<file path="src/rtl/lt_pkg.sv">
package lt_pkg;
  localparam int ARG_W = 8;

  typedef enum logic [2:0] {
    OP_NONE     = 3'd0,
    OP_PATTERN  = 3'd1,
    OP_DRIVE    = 3'd2,
    OP_STATUS   = 3'd3,
    OP_WAIT     = 3'd4,
    OP_COMPLETE = 3'd5
  } op_e;

  localparam logic [ARG_W-1:0] WAIT_LONG = 8'd0;
  localparam logic [ARG_W-1:0] WAIT_CR   = 8'd1;
  localparam logic [ARG_W-1:0] WAIT_EQ   = 8'd2;

  typedef struct packed {
    logic clrDrive;
    logic loadMerged;
    logic clrTries;
    logic incTries;
    logic initPrev;
    logic savePrev;
  } strobe_t;
endpackage

</file>
<file path="src/rtl/lt_merge.sv">
module lt_merge #(
  parameter int LANES = 4,
  parameter int LVL_W = 2,
  localparam int DRV_W = 2 * LVL_W + 2
) (
  input  logic [LANES-1:0]       laneMask,
  input  logic [LANES*LVL_W-1:0] swingReq,
  input  logic [LANES*LVL_W-1:0] preReq,
  output logic [DRV_W-1:0]       merged
);
  logic [LVL_W-1:0] vMax;
  logic [LVL_W-1:0] pMax;

  always_comb begin
    vMax = '0;
    pMax = '0;
    for (int i = 0; i < LANES; i++) begin
      if (laneMask[i]) begin
        if (swingReq[i*LVL_W +: LVL_W] > vMax) vMax = swingReq[i*LVL_W +: LVL_W];
        if (preReq[i*LVL_W +: LVL_W] > pMax)   pMax = preReq[i*LVL_W +: LVL_W];
      end
    end
  end

  // top level of each field raises its limit flag
  assign merged = {&pMax, pMax, &vMax, vMax};
endmodule

</file>
<file path="src/rtl/lt_datapath.sv">
module lt_datapath
  import lt_pkg::*;
#(
  parameter int LANES = 4,
  parameter int LVL_W = 2,
  parameter int TRY_W = 3,
  parameter int EQ_TRY_LIMIT = 5,
  localparam int DRV_W = 2 * LVL_W + 2
) (
  input  logic                   clk,
  input  logic                   rstN,
  input  strobe_t                st,
  input  logic [1:0]             laneCount,
  input  logic [LANES-1:0]       stsCrOk,
  input  logic [LANES-1:0]       stsEqOk,
  input  logic [LANES*LVL_W-1:0] stsSwing,
  input  logic [LANES*LVL_W-1:0] stsPreEmph,
  output logic [DRV_W-1:0]       drive,
  output logic                   crAll,
  output logic                   eqAll,
  output logic                   atMaxSwing,
  output logic                   sameVolt,
  output logic [TRY_W-1:0]       tries
);
  localparam logic [LVL_W:0] NO_VOLT = {1'b1, {LVL_W{1'b0}}};

  logic [LANES-1:0] laneMask;
  logic [DRV_W-1:0] merged;
  logic [LVL_W:0]   prevVolt;

  for (genvar g = 0; g < LANES; g++) begin : g_mask
    assign laneMask[g] = (32'(g) < (32'd1 << laneCount));
  end

  lt_merge #(.LANES(LANES), .LVL_W(LVL_W)) i_merge (
    .laneMask(laneMask),
    .swingReq(stsSwing),
    .preReq  (stsPreEmph),
    .merged  (merged)
  );

  assign crAll      = &(stsCrOk | ~laneMask);
  assign eqAll      = &(stsEqOk | ~laneMask);
  assign atMaxSwing = drive[LVL_W];
  assign sameVolt   = ({1'b0, drive[LVL_W-1:0]} == prevVolt);

  always_ff @(posedge clk or negedge rstN) begin
    if (!rstN) begin
      drive    <= '0;
      prevVolt <= NO_VOLT;
      tries    <= '0;
    end else begin
      if (st.clrDrive)        drive <= '0;
      else if (st.loadMerged) drive <= merged;

      if (st.initPrev)      prevVolt <= NO_VOLT;
      else if (st.savePrev) prevVolt <= {1'b0, drive[LVL_W-1:0]};

      if (st.clrTries)      tries <= '0;
      else if (st.incTries) tries <= tries + 1'b1;
    end
  end

  AST_SWING_FLAG_AT_TOP: assert property (@(posedge clk) disable iff (!rstN)
    drive[LVL_W] |-> &drive[LVL_W-1:0]);
  AST_TRIES_BOUNDED: assert property (@(posedge clk) disable iff (!rstN)
    tries <= TRY_W'(EQ_TRY_LIMIT + 1));
endmodule

</file>
<file path="src/rtl/lt_control.sv">
module lt_control
  import lt_pkg::*;
#(
  parameter int DRV_W = 6,
  parameter int TRY_W = 3,
  parameter int CR_TRY_LIMIT = 5,
  parameter int EQ_TRY_LIMIT = 5
) (
  input  logic             clk,
  input  logic             rstN,
  input  logic             start,
  input  logic             tp3Ok,
  input  logic             cmdDone,
  input  logic             stsErr,
  input  logic             crAll,
  input  logic             eqAll,
  input  logic             atMaxSwing,
  input  logic             sameVolt,
  input  logic [TRY_W-1:0] tries,
  input  logic [DRV_W-1:0] drive,
  output strobe_t          st,
  output logic             cmdValid,
  output logic [2:0]       cmdOp,
  output logic [ARG_W-1:0] cmdArg,
  output logic             done,
  output logic             pass
);
  typedef enum logic [3:0] {
    S_IDLE, S_CR_PAT, S_CR_ZERO, S_CR_SETTLE, S_CR_WAIT, S_CR_READ, S_CR_ADJ,
    S_EQ_PAT, S_EQ_WAIT, S_EQ_READ, S_EQ_ADJ,
    S_FIN_WAIT, S_FIN_PAT, S_FIN_CMP, S_DONE
  } state_e;

  state_e state, nxt;
  logic   passReg, passSet, passClr;
  op_e    op;

  always_comb begin
    nxt      = state;
    st       = '0;
    cmdValid = 1'b0;
    op       = OP_NONE;
    cmdArg   = '0;
    passSet  = 1'b0;
    passClr  = 1'b0;
    unique case (state)
      S_IDLE: if (start) begin
        nxt = S_CR_PAT;
        st.clrDrive = 1'b1;
        st.clrTries = 1'b1;
        st.initPrev = 1'b1;
        passClr     = 1'b1;
      end
      S_CR_PAT: begin
        cmdValid = 1'b1; op = OP_PATTERN; cmdArg = 8'd1;
        if (cmdDone) nxt = S_CR_ZERO;
      end
      S_CR_ZERO: begin
        cmdValid = 1'b1; op = OP_DRIVE; cmdArg = ARG_W'(drive);
        if (cmdDone) nxt = S_CR_SETTLE;
      end
      S_CR_SETTLE: begin
        cmdValid = 1'b1; op = OP_WAIT; cmdArg = WAIT_LONG;
        if (cmdDone) nxt = S_CR_WAIT;
      end
      S_CR_WAIT: begin
        cmdValid = 1'b1; op = OP_WAIT; cmdArg = WAIT_CR;
        if (cmdDone) nxt = S_CR_READ;
      end
      S_CR_READ: begin
        cmdValid = 1'b1; op = OP_STATUS;
        if (cmdDone) begin
          if (stsErr)          nxt = S_FIN_WAIT;
          else if (crAll)      nxt = S_EQ_PAT;
          else if (atMaxSwing) nxt = S_FIN_WAIT;
          else if (sameVolt && (tries == TRY_W'(CR_TRY_LIMIT - 1))) nxt = S_FIN_WAIT;
          else begin
            st.incTries   = sameVolt;
            st.clrTries   = !sameVolt;
            st.savePrev   = 1'b1;
            st.loadMerged = 1'b1;
            nxt = S_CR_ADJ;
          end
        end
      end
      S_CR_ADJ: begin
        cmdValid = 1'b1; op = OP_DRIVE; cmdArg = ARG_W'(drive);
        if (cmdDone) nxt = S_CR_WAIT;
      end
      S_EQ_PAT: begin
        cmdValid = 1'b1; op = OP_PATTERN; cmdArg = tp3Ok ? 8'd3 : 8'd2;
        if (cmdDone) begin
          st.clrTries = 1'b1;
          nxt = S_EQ_WAIT;
        end
      end
      S_EQ_WAIT: begin
        cmdValid = 1'b1; op = OP_WAIT; cmdArg = WAIT_EQ;
        if (cmdDone) nxt = S_EQ_READ;
      end
      S_EQ_READ: begin
        cmdValid = 1'b1; op = OP_STATUS;
        if (cmdDone) begin
          if (stsErr) nxt = S_FIN_WAIT;
          else if (eqAll) begin
            passSet = 1'b1;
            nxt = S_FIN_WAIT;
          end
          else if (tries > TRY_W'(EQ_TRY_LIMIT)) nxt = S_FIN_WAIT;
          else begin
            st.loadMerged = 1'b1;
            nxt = S_EQ_ADJ;
          end
        end
      end
      S_EQ_ADJ: begin
        cmdValid = 1'b1; op = OP_DRIVE; cmdArg = ARG_W'(drive);
        if (cmdDone) begin
          st.incTries = 1'b1;
          nxt = S_EQ_WAIT;
        end
      end
      S_FIN_WAIT: begin
        cmdValid = 1'b1; op = OP_WAIT; cmdArg = WAIT_LONG;
        if (cmdDone) nxt = S_FIN_PAT;
      end
      S_FIN_PAT: begin
        cmdValid = 1'b1; op = OP_PATTERN; cmdArg = 8'd0;
        if (cmdDone) nxt = S_FIN_CMP;
      end
      S_FIN_CMP: begin
        cmdValid = 1'b1; op = OP_COMPLETE;
        if (cmdDone) nxt = S_DONE;
      end
      S_DONE: nxt = S_IDLE;
      default: nxt = S_IDLE;
    endcase
  end

  always_ff @(posedge clk or negedge rstN) begin
    if (!rstN) begin
      state   <= S_IDLE;
      passReg <= 1'b0;
    end else begin
      state <= nxt;
      if (passClr)      passReg <= 1'b0;
      else if (passSet) passReg <= 1'b1;
    end
  end

  assign cmdOp = op;
  assign done  = (state == S_DONE);
  assign pass  = passReg;

  AST_CMD_HOLD: assert property (@(posedge clk) disable iff (!rstN)
    cmdValid && !cmdDone |=> cmdValid && $stable(cmdOp) && $stable(cmdArg));
  AST_DONE_QUIET: assert property (@(posedge clk) disable iff (!rstN)
    done |-> !cmdValid);
  AST_DONE_PULSE: assert property (@(posedge clk) disable iff (!rstN)
    done |=> !done);
  AST_START_OPENS_CR: assert property (@(posedge clk) disable iff (!rstN)
    (state == S_IDLE) && start |=> cmdValid && (cmdOp == 3'd1) && (cmdArg == 8'd1));
  AST_ZERO_DRIVE_FIRST: assert property (@(posedge clk) disable iff (!rstN)
    (state == S_CR_ZERO) |-> (cmdArg == '0));
endmodule

</file>
<file path="src/rtl/dp_link_trainer.sv">
module dp_link_trainer
  import lt_pkg::*;
#(
  parameter int LANES = 4,
  parameter int LVL_W = 2,
  parameter int CR_TRY_LIMIT = 5,
  parameter int EQ_TRY_LIMIT = 5
) (
  input  logic                   clk,
  input  logic                   rstN,
  input  logic                   start,
  input  logic [1:0]             laneCount,
  input  logic                   tp3Ok,
  output logic                   cmdValid,
  output logic [2:0]             cmdOp,
  output logic [ARG_W-1:0]       cmdArg,
  input  logic                   cmdDone,
  input  logic                   stsErr,
  input  logic [LANES-1:0]       stsCrOk,
  input  logic [LANES-1:0]       stsEqOk,
  input  logic [LANES*LVL_W-1:0] stsSwing,
  input  logic [LANES*LVL_W-1:0] stsPreEmph,
  output logic                   done,
  output logic                   pass
);
  localparam int DRV_W   = 2 * LVL_W + 2;
  localparam int TRY_MAX = ((CR_TRY_LIMIT > EQ_TRY_LIMIT) ? CR_TRY_LIMIT : EQ_TRY_LIMIT) + 1;
  localparam int TRY_W   = $clog2(TRY_MAX + 1);

  strobe_t          st;
  logic [DRV_W-1:0] drive;
  logic             crAll, eqAll, atMaxSwing, sameVolt;
  logic [TRY_W-1:0] tries;

  lt_datapath #(
    .LANES(LANES), .LVL_W(LVL_W), .TRY_W(TRY_W), .EQ_TRY_LIMIT(EQ_TRY_LIMIT)
  ) i_datapath (
    .clk(clk), .rstN(rstN), .st(st), .laneCount(laneCount),
    .stsCrOk(stsCrOk), .stsEqOk(stsEqOk), .stsSwing(stsSwing), .stsPreEmph(stsPreEmph),
    .drive(drive), .crAll(crAll), .eqAll(eqAll), .atMaxSwing(atMaxSwing),
    .sameVolt(sameVolt), .tries(tries)
  );

  lt_control #(
    .DRV_W(DRV_W), .TRY_W(TRY_W), .CR_TRY_LIMIT(CR_TRY_LIMIT), .EQ_TRY_LIMIT(EQ_TRY_LIMIT)
  ) i_control (
    .clk(clk), .rstN(rstN), .start(start), .tp3Ok(tp3Ok), .cmdDone(cmdDone),
    .stsErr(stsErr), .crAll(crAll), .eqAll(eqAll), .atMaxSwing(atMaxSwing),
    .sameVolt(sameVolt), .tries(tries), .drive(drive), .st(st),
    .cmdValid(cmdValid), .cmdOp(cmdOp), .cmdArg(cmdArg), .done(done), .pass(pass)
  );
endmodule

</file>
<file path="config.mk">
export PLATFORM = sky130hd
export DESIGN_NAME = dp_link_trainer
export DESIGN_NICKNAME = d
export VERILOG_FILES = /design/src/rtl/lt_pkg.sv /design/src/rtl/lt_merge.sv /design/src/rtl/lt_datapath.sv /design/src/rtl/lt_control.sv /design/src/rtl/dp_link_trainer.sv
export SDC_FILE = /design/constraint.sdc
export NUM_CORES = 1
export LEC_CHECK = 0
export BUFFER_PORTS_ARGS = -buffer_cell sky130_fd_sc_hd__buf_2
export CORE_ASPECT_RATIO = 0.9
export CORE_MARGIN = 2
export CORE_UTILIZATION = 50
export CTS_BUF_LIST = sky130_fd_sc_hd__clkbuf_8
export CTS_CLUSTER_SIZE = 8
export DETAILED_ROUTE_END_ITERATION = 8
export PLACE_DENSITY = 0.85
export REMOVE_ABC_BUFFERS = 1
export SLEW_MARGIN = 20
export SYNTH_ARGS = -nofsm -noshare
export SYNTH_HDL_FRONTEND = slang
export SYNTH_SLANG_ARGS = --single-unit
</file>
<file path="constraint.sdc">
create_clock -name clk -period 2 [get_ports clk]
set_input_delay 0.2 -clock clk [delete_from_list [all_inputs] [get_ports clk]]
set_output_delay 0.2 -clock clk [all_outputs]
set_load 0.05 [all_outputs]
</file>
==> results_dict.tcl, run 1 <==
set metrics [dict create \
    status "finished, violations left" \
    violations "setup timing" \
    io_pins 46 \
    critPathBufInv 3 \
    grt_pass1_vias 1861 \
    synth_most_common_cell "inv_1" \
    setup_slack_ns -0.581 \
    cts_buffers 3 \
    maxSlewViolCount 0 \
    dr_total_vias 1975 \
    peakVddDrop_v 0.000508 \
    yosysTopAreaCell "dfrtp_1" \
    r2r-end "i_datapath.drive[0]" \
    grt_pass1_wl_um 8370 \
    worstHoldStart "start" \
    hold_ws_ns 0.301 \
    synth_top_cell_area_share_pct 21.3 \
    viasPerCell 5.72 \
    synth_edf_count 0 \
    r2r_start "i_datapath.tries[0]" \
    startpoint "stsSwing[1]" \
    cp.required_ns 2.13 \
    clk_latency_ns 0.26 \
    max-cap-violations 0 \
    rsz0062_at_grt "true" \
    clkSinkCount 17 \
    grt_usage_pct 25.1 \
    nets 353 \
    core-area_um2 3650 \
    synth_common_cells "inv_1, ha_1, nor2_1" \
    finalCritPeriodShare_pct 129 \
    power.leakage_nw 1.32 \
    endpoint "i_datapath.drive[0]" \
    stdcell_count 345 \
    grt_remaining_overflow 0 \
    cp_cell_sequence "buf_8 > inv_4 > ha_4 > o21bai_4 > a31o_1 > nand2_1 > ha_1 > nand2b_1 > o2111a_1 > a31oi_2 > ha_1 > inv_1 > o221a_4 > mux2_4 > mux2_4" \
    drt_first_iter_violations 217 \
    cp-start-kind "primary input" \
    die-width_um 68.6 \
    holdCritPathClass "primary input to flip-flop" \
    dieHeight_um 62.1 \
    cp-end-kind "flip-flop" \
    route.detailed.drc 0 \
    synth_warnings 0 \
    synth-seq-area-share_pct 22.7 \
    path_class "primary input to flip-flop" \
    place_hpwl_um 3760 \
    reg2reg_depth 7 \
    drtAntennaViolNets 0 \
    diodes 0 \
    path_clk_slew_ns 0.06 \
    htreeDepth 1 \
    period_needed_ns 2.58 \
    ys_ff_latch 17 \
    place_area_um2 2260 \
    io_buffers 43 \
    cellPowerDensity_nw_per_um2 1040 \
    grt_max_degree 22 \
    total_power_mw 2.71 \
    crit_slowest_cell "ha_1" \
    dpl.cell_count 332 \
    setup_viol 4 \
    die-area_um2 4260 \
    worst-path-stages 15 \
    dr.pass1.iters 4 \
    routed_wl_um 5310 \
    synthCells 231 \
    fin_skew_ns 0.00934 \
    crit_path_max_fanout 2 \
    area_growth_pct 39.4 \
    hold_viol 0 \
    arrival_ns 2.71 \
    synth_area_per_cell_um2 8.12 \
    r2r_slack_ns -0.05 \
    num_rows 21 \
    cpPeakStageDelay_ns 0.30 \
    cts_tree "yes" \
    synthFlopType "dfrtp_1" \
    synth_area_um2 1880 \
    drive_gt1_share_pct 38.8 \
    crit_family "compound AO/OA/AOI/OAI gates" \
    final_cell_area_um2 2610 \
    cts_root_buffer "clkbuf_8" \
    cts_max_path_buffers 2 \
    fmax_mhz 387 \
    initial_utilization_pct 51.4 \
    gp_congestion 0.868 \
    synth.distinct_cells 58 \
    grt_antenna_before_repair 0 \
    synth_area_leaders "dfrtp_1, ha_1, inv_1" \
    fillers 233 \
    wire_per_inst_um 15.4 \
    async_flop_share_pct 100 \
]
==> registers in the layout, summed over array words and instances (netlist names) <==
| register | cells |
|---|---|
| i_datapath.prevVolt | 3 |
| i_datapath.tries | 3 |
| i_control.state | 4 |
| i_control.pass | 1 |
| i_datapath.drive | 6 |
==> repair_timing <==
item,4_1_cts,5_1_grt
endpoints found under the setup margin,5,10
gates resized for setup,28,20
hold buffers,1,0
gates cloned,0,0
endpoints found under the hold margin,16,0
pin swaps,21,12
setup buffers,4,4
==> metal layers <==
metal	vias up	track usage (%)	routed length, um
met3	8	4.89	340
met5	-	0	0
li1	946	-	-
met4	0	4.75	50
met1	930	34.1	2250
met2	91	41.1	2670
==> kinds of logic (layout without fill, tap and decap cells) <==
| logic type | count (synthesis) | after routing | synth area share, % |
|---|---|---|---|
| simple gates | 77 | 77 | 22.9 |
| compound gates | 61 | 61 | 23.1 |
| buf+inv | 39 | 106 | 8.74 |
| fa+ha+maj | 21 | 21 | 14.0 |
| flops | 17 | 17 | 22.7 |
| mux | 12 | 12 | 6.80 |
| xor+xnor | 3 | 3 | 1.40 |
| other cells | 1 | 2 | 0.200 |
==> cells in the final DEF, fill, tap and decap left out, types with 4 or more instances in the layout <==
cell,synthesis,layout
ha_1,21,16
mux2i_1,6,6
nor2_1,20,20
inv_1,28,24
buf_4,2,28
nand3_1,4,4
o21ai_1,3,5
buf_2,2,38
and2_1,4,4
dfrtp_1,16,16
buf_8,0,4
nand2b_1,9,7
nand2_1,15,15
o21ai_0,11,9
ha_4,0,4
a31o_1,4,4
a21oi_1,12,11
==> where the power goes <==
group | internal, mW | switching, mW
logic | 0.700 | 1.17
clock network | 0.136 | 0.116
registers | 0.475 | 0.118
==> per-stage QoR <==
stage / setup slack [ns] / utilization [%] / setup TNS (ns)
2_1_floorplan: -0.721 / - / -2.79
3_3_place_gp: -0.895 / 61.8 / -3.33
3_5_place_dp: -1.04 / 61.8 / -3.89
4_1_cts: -0.593 / 67.8 / -2.13
5_1_grt: -0.662 / 71.6 / -2.54
6_report: -0.581 / 71.6 / -2.11
==> worst min-delay path, stage by stage <==
cell and delay, ns:
buf_2 0.12, nand2_1 0.14, nand2_1 0.08
==> worst min path at each step <==
stage | slack (ns) | depth (start not counted) | to
floorplan | -0.1 | 0 | i_control.pass
global placement | 0.13 | 1 | i_control.state[0]
detailed placement | 0.14 | 1 | i_control.state[0]
CTS | 0.30 | 3 | i_datapath.prevVolt[2]
global route | 0.30 | 3 | i_datapath.prevVolt[2]
finish | 0.30 | 3 | i_datapath.prevVolt[2]
==> area by class of cell <==
cell class	instances	area, um2	share of cell area (%)
Multi-Input combinational cell	176	1460	56.0
Timing Repair Buffer	74	504	19.3
Sequential cell	17	427	16.3
Inverter	28	118	4.50
Tap cell	46	57.6	2.20
Clock buffer	3	41.3	1.58
Clock inverter	1	3.75	0.144
Note: power is estimated with default switching activity, not from simulation.
==> inputs of run 2 (changes only) <==
--- a/config.mk
+++ b/config.mk
@@ -13,7 +13,6 @@
 export CTS_CLUSTER_SIZE = 8
 export DETAILED_ROUTE_END_ITERATION = 8
 export PLACE_DENSITY = 0.85
-export REMOVE_ABC_BUFFERS = 1
 export SLEW_MARGIN = 20
 export SYNTH_ARGS = -nofsm -noshare
 export SYNTH_HDL_FRONTEND = slang
==> run 2 against run 1 <==
The flow still finishes with violations (setup timing). Clock power grew 9.1%. Design area grew 1.8%. Non-clock buffer count grew 5. Total power grew 3.6%. Hold slack lost 0.030 ns.
==> results_dict.tcl, run 2 (synthesis results as in run 1) <==
set metrics [dict create \
    status "finished, violations left" \
    violations "setup timing" \
    cp.required_ns 2.16 \
    largest_reg_flops 6 \
    cp-end-kind "flip-flop" \
    peakVddDrop_v 0.000584 \
    critPathBufInv 3 \
    drt_first_iter_violations 190 \
    final_common_cell "buf_2" \
    setup_slack_ns -0.617 \
    dr_total_vias 2052 \
    cts_buffers 3 \
    finalCritPeriodShare_pct 131 \
    wire_per_inst_um 17.3 \
    fin_skew_ns 0.00226 \
    viasPerCell 5.86 \
    grt_pass1_wl_um 9380 \
    cts_root_buffer "clkbuf_8" \
    fillers 262 \
    final_cell_area_um2 2660 \
    dr.pass1.iters 5 \
    reg2reg_depth 7 \
    largest-register "i_datapath.drive" \
    r2r_start "i_datapath.tries[1]" \
    grt_antenna_before_repair 0 \
    clkSinkCount 17 \
    period_needed_ns 2.62 \
    reg_top3 "i_datapath.drive x6, i_control.state x4" \
    cellPowerDensity_nw_per_um2 1060 \
    place_hpwl_um 3940 \
    met2_length_um 3150 \
    place_area_um2 2380 \
    htreeDepth 1 \
    grt_remaining_overflow 0 \
    gp_congestion 0.851 \
    met3RoutedLength_um 455 \
    rsz0062_at_grt "true" \
    max-cap-violations 0 \
    grt_max_degree 22 \
    wl_met1_um 2350 \
    path_clk_slew_ns 0.07 \
    maxSlewHeadroom_pct 65.0 \
    initial_utilization_pct 51.4 \
    min_to "i_datapath.prevVolt[2]" \
    holdCritPathClass "primary input to flip-flop" \
    clk_latency_ns 0.26 \
    drtAntennaViolNets 0 \
    maxSlewViolCount 0 \
    io_pins 46 \
    drive_gt1_share_pct 42.1 \
    crit_slowest_cell "mux2_4" \
    core-area_um2 3650 \
    r2r_slack_ns 0 \
    area_growth_pct 41.9 \
    arrival_ns 2.77 \
    preCtsSetupSlack_ns -1.04 \
    cts_max_path_buffers 2 \
    layout_common_cells "buf_2, buf_4, inv_1, nor2_1, dfrtp_1" \
    routed_wl_um 6070 \
    grt_usage_pct 29.0 \
    diodes 0 \
    grt_pass1_vias 1974 \
    num_rows 21 \
    fin_util_pct 72.9 \
    cpPeakStageDelay_ns 0.31 \
    cts_tree "yes" \
    worstHoldPathCells 3 \
    cp_cell_sequence "buf_8 > inv_4 > ha_4 > nand2b_4 > a31o_1 > nand2_1 > ha_1 > nand2b_1 > o211ai_1 > a31oi_2 > ha_1 > inv_1 > o221a_2 > mux2_4 > a31o_1" \
    power.leakage_nw 1.34 \
    r2r-end "i_datapath.drive[0]" \
    highest_layer "met4" \
    crit_family "compound AO/OA/AOI/OAI gates" \
    path_class "primary input to flip-flop" \
    route.detailed.drc 0 \
    tightest_slew_ns 0.523 \
    nets 358 \
    io_buffers 43 \
    dieHeight_um 62.1 \
    setup_viol 4 \
    crit_path_max_fanout 2 \
    die-area_um2 4260 \
    worstHoldStart "start" \
    cp-start-kind "primary input" \
    hold_viol 0 \
    fmax_mhz 382 \
    die-width_um 68.6 \
]
-- run 2: changes by cell type in the layout (fill, tap and decap cells not counted), moves of 2 or more --
cell	delta
buf_8	-2
a31oi_2	-2
buf_6	-2
inv_2	+3
a31oi_1	+2
inv_1	-4
buf_4	+7
ha_4	+2
-- run 2: cell type report --
type / instances / area [um2] / area share [%]
timing repair buffer: 79 / 529 / 19.9
clock inverter: 1 / 5.00 / 0.188
clock buffer: 3 / 41.3 / 1.55
sequential: 17 / 427 / 16.0
multi-input combinational: 176 / 1480 / 55.5
tap: 46 / 57.6 / 2.16
inverter: 28 / 125 / 4.70
-- run 2: routing by layer --
layer / up-vias / global-route usage, %
li1: 961 / -
met1: 962 / 39.1
met2: 114 / 47.6
met4: 0 / 8.25
met5: - / 0
met3: 15 / 4.17
-- run 2: stage by stage --
step / hold slack [ns] / cells / TNS (ns) / power (mW)
5_1_grt: 0.263 / 350 / -2.90 / 2.98
3_3_place_gp: 0.144 / 338 / -3.18 / 2.26
4_1_cts: 0.256 / 345 / -2.11 / 2.65
3_5_place_dp: 0.151 / 338 / -3.69 / 2.32
2_1_floorplan: -0.0956 / 232 / -2.22 / 1.85
6_report: 0.271 / 350 / -2.36 / 2.81
-- run 2: timing repair --
item	CTS	global route
endpoints found under the hold margin	16	0
pin swaps	14	10
buffers inserted	2	5
endpoints found under the setup margin	4	14
resized for setup	15	21
hold buffers	1	0
-- run 2: power by group --
| part | total, mW | internal, mW | switching (mW) | leakage (nW) |
|---|---|---|---|---|
| Combinational | 1.93 | 0.727 | 1.21 | 1.09 |
| Sequential | 0.599 | 0.474 | 0.126 | 0.223 |
| Clock | 0.276 | 0.139 | 0.137 | 0.0255 |
-- run 2: worst max-delay path by stage --
stage / depth (start not counted) / to / from / slack (ns)
after floorplan: 14 / i_datapath.drive[0] / stsSwing[1] / -0.60
after global placement: 15 / i_datapath.drive[0] / stsSwing[1] / -0.86
after detailed placement: 15 / i_datapath.drive[0] / stsSwing[1] / -1.04
after CTS: 15 / i_datapath.drive[0] / stsSwing[1] / -0.56
after global routing: 12 / i_datapath.drive[5] / laneCount[0] / -0.76
final: 15 / i_datapath.drive[5] / stsPreEmph[1] / -0.62
-- run 2: worst register-to-register path, cell delays in order (launching register included) --
cell and delay, ns:
dfrtp_1 0.43, inv_2 0.09, ha_1 0.14, inv_1 0.04, a31oi_1 0.21, or3b_1 0.44, nand2_1 0.21, mux2_4 0.33
==> inputs of run 3 (changes only) <==
--- a/config.mk
+++ b/config.mk
@@ -6,7 +6,7 @@
 export NUM_CORES = 1
 export LEC_CHECK = 0
 export BUFFER_PORTS_ARGS = -buffer_cell sky130_fd_sc_hd__buf_2
-export CORE_ASPECT_RATIO = 0.9
+export CORE_ASPECT_RATIO = 0.8
 export CORE_MARGIN = 2
 export CORE_UTILIZATION = 50
 export CTS_BUF_LIST = sky130_fd_sc_hd__clkbuf_8
==> run 3 against run 2 <==
The run still ends with setup timing left. Clock skew is 0.0076 ns higher. First-iteration DRC count is 31% lower. Hold slack better by 0.022 ns. Combinational power is 5% lower. Maximum frequency is 0.25% lower. Clock power is 8.7% lower. Utilization is 0.96 points higher. Largest power group unchanged.
==> results_dict.tcl, run 3 (synthesis results as in run 1) <==
set metrics [dict create \
    status "finished, violations left" \
    violations "setup timing" \
    htreeDepth 1 \
    startpoint "stsSwing[3]" \
    maxSlewViolCount 0 \
    largest-register "i_datapath.drive" \
    dieHeight_um 58.8 \
    p_seq_share_pct 21.6 \
    cp.required_ns 2.13 \
    fin_skew_ns 0.00986 \
    cts_root_buffer "clkbuf_8" \
    worstHoldPathCells 3 \
    grt_pass1_vias 1914 \
    worstHoldStart "start" \
    clkSinkCount 17 \
    max-cap-violations 0 \
    p_int_mw 1.30 \
    critPathBufInv 3 \
    crit_family "compound AO/OA/AOI/OAI gates" \
    route.detailed.drc 0 \
    switchingPower_mw 1.37 \
    initial_utilization_pct 53.3 \
    cts_max_path_buffers 2 \
    die-width_um 72.5 \
    core-area_um2 3520 \
    drt_first_iter_violations 131 \
    cpPeakStageDelay_ns 0.31 \
    reg_top3 "i_datapath.drive x6, i_control.state x4" \
    power.leakage_nw 1.34 \
    cp-end-kind "flip-flop" \
    grt_antenna_before_repair 0 \
    fillers 240 \
    r2r_slack_ns -0.01 \
    arrival_ns 2.76 \
    power_frac_comb_pct 69.0 \
    clkPwrFrac_pct 9.4 \
    peakVddDrop_v 0.000915 \
    cts_buffers 3 \
    hold_viol 0 \
    grt_pass1_wl_um 8510 \
    fin_setup_tns_ns -2.18 \
    path_class "primary input to flip-flop" \
    holdCritPathClass "primary input to flip-flop" \
    crit_path_max_fanout 2 \
    crit_slowest_cell "mux2_4" \
    reg2reg_depth 7 \
    worst-path-stages 15 \
    dr.pass1.iters 4 \
    drtAntennaViolNets 0 \
    diodes 0 \
    r2r_start "i_datapath.tries[1]" \
    grt_max_degree 22 \
    layout_common_cells "buf_2, buf_4, inv_1" \
    largest_reg_flops 6 \
    rsz0062_at_grt "true" \
    gp_congestion 0.871 \
    num_rows 19 \
    place_hpwl_um 4000 \
    clk_latency_ns 0.26 \
    period_needed_ns 2.62 \
    cellPowerDensity_nw_per_um2 1030 \
    die-area_um2 4260 \
    fmax_mhz 381 \
    final_common_cell "buf_2" \
    area_growth_pct 38.5 \
    cp_cell_sequence "buf_8 > inv_4 > ha_4 > nand2b_4 > a31o_1 > nand2_1 > ha_1 > nand2b_1 > o2111a_1 > a31oi_2 > ha_1 > inv_1 > o221a_2 > mux2_4 > mux2_4" \
    finalCritPeriodShare_pct 131 \
    viasPerCell 5.58 \
    grt_usage_pct 25.5 \
    nets 358 \
    cts_tree "yes" \
    dr_total_vias 1931 \
    routed_wl_um 5170 \
    io_buffers 43 \
    path_clk_slew_ns 0.06 \
    grt_remaining_overflow 0 \
    min_to "i_datapath.prevVolt[2]" \
    cp-start-kind "primary input" \
    r2r-end "i_datapath.drive[0]" \
    wire_per_inst_um 14.9 \
    setup_viol 4 \
    switching_share_pct 51.4 \
    drive_gt1_share_pct 38.5 \
    fin_util_pct 73.8 \
    io_pins 46 \
    setup_slack_ns -0.624 \
]
-- run 3: changes by cell type in the layout (fill, tap and decap cells not counted), sizes merged --
cell / change
clkinv: -1
inv: +1
-- run 3: worst max-delay path by stage --
| stage | end | slack, ns |
|---|---|---|
| 2_1_floorplan | i_datapath.drive[0] | -0.60 |
| 3_3_place_gp | i_datapath.drive[0] | -0.85 |
| 3_5_place_dp | i_datapath.drive[0] | -1.00 |
| 4_1_cts | i_datapath.drive[0] | -0.61 |
| 5_1_grt | i_datapath.drive[0] | -0.72 |
| 6_report | i_datapath.drive[0] | -0.62 |
-- run 3: power by group through the flow --
stage	Sequential [mW]	Clock, mW	Combinational, mW
after floorplan	0.592	0	1.26
after global placement	0.572	0	1.68
after detailed placement	0.577	0	1.73
after CTS	0.571	0.252	1.79
after global routing	0.596	0.273	1.99
final	0.578	0.252	1.84
-- run 3: per-stage QoR --
stage	instances	area, um2	power [mW]	setup WS (ns)	hold WS, ns
final	346	2600	2.67	-0.624	0.293
after floorplan	232	1960	1.85	-0.597	-0.0956
after CTS	346	2530	2.61	-0.613	0.289
after global routing	346	2600	2.86	-0.716	0.285
after detailed placement	334	2380	2.31	-1.00	0.145
after global placement	334	2380	2.26	-0.848	0.139
-- run 3: routing by layer --
metal	wire length (um)	vias to the layer above	track usage [%]
li1	-	956	-
met1	2370	897	33.4
met2	2450	66	44.3
met3	237	12	4.28
met4	102	0	6.35
met5	0	-	0
-- run 3: final cells by class --
cell class	instances	area (um2)	area share (%)
Inverter	28	125	4.82
Tap cell	42	52.6	2.02
Sequential cell	17	427	16.4
Clock buffer	3	41.3	1.59
Clock inverter	1	3.75	0.145
Multi-Input combinational cell	176	1420	54.6
Timing Repair Buffer	79	529	20.4
-- run 3: tightest hold or removal path, delay by kind of cell --
kind                   cells  cell delay [ns]
and+or+nand+nor            2             0.21
buffers and inverters      1             0.12
-- run 3: repair_timing --
item | CTS | global route
pin swaps | 17 | 3
setup endpoints to repair | 4 | 12
endpoints found under the hold margin | 16 | 0
buffers inserted | 7 | 0
hold buffers | 1 | 0
gates resized for setup | 12 | 12
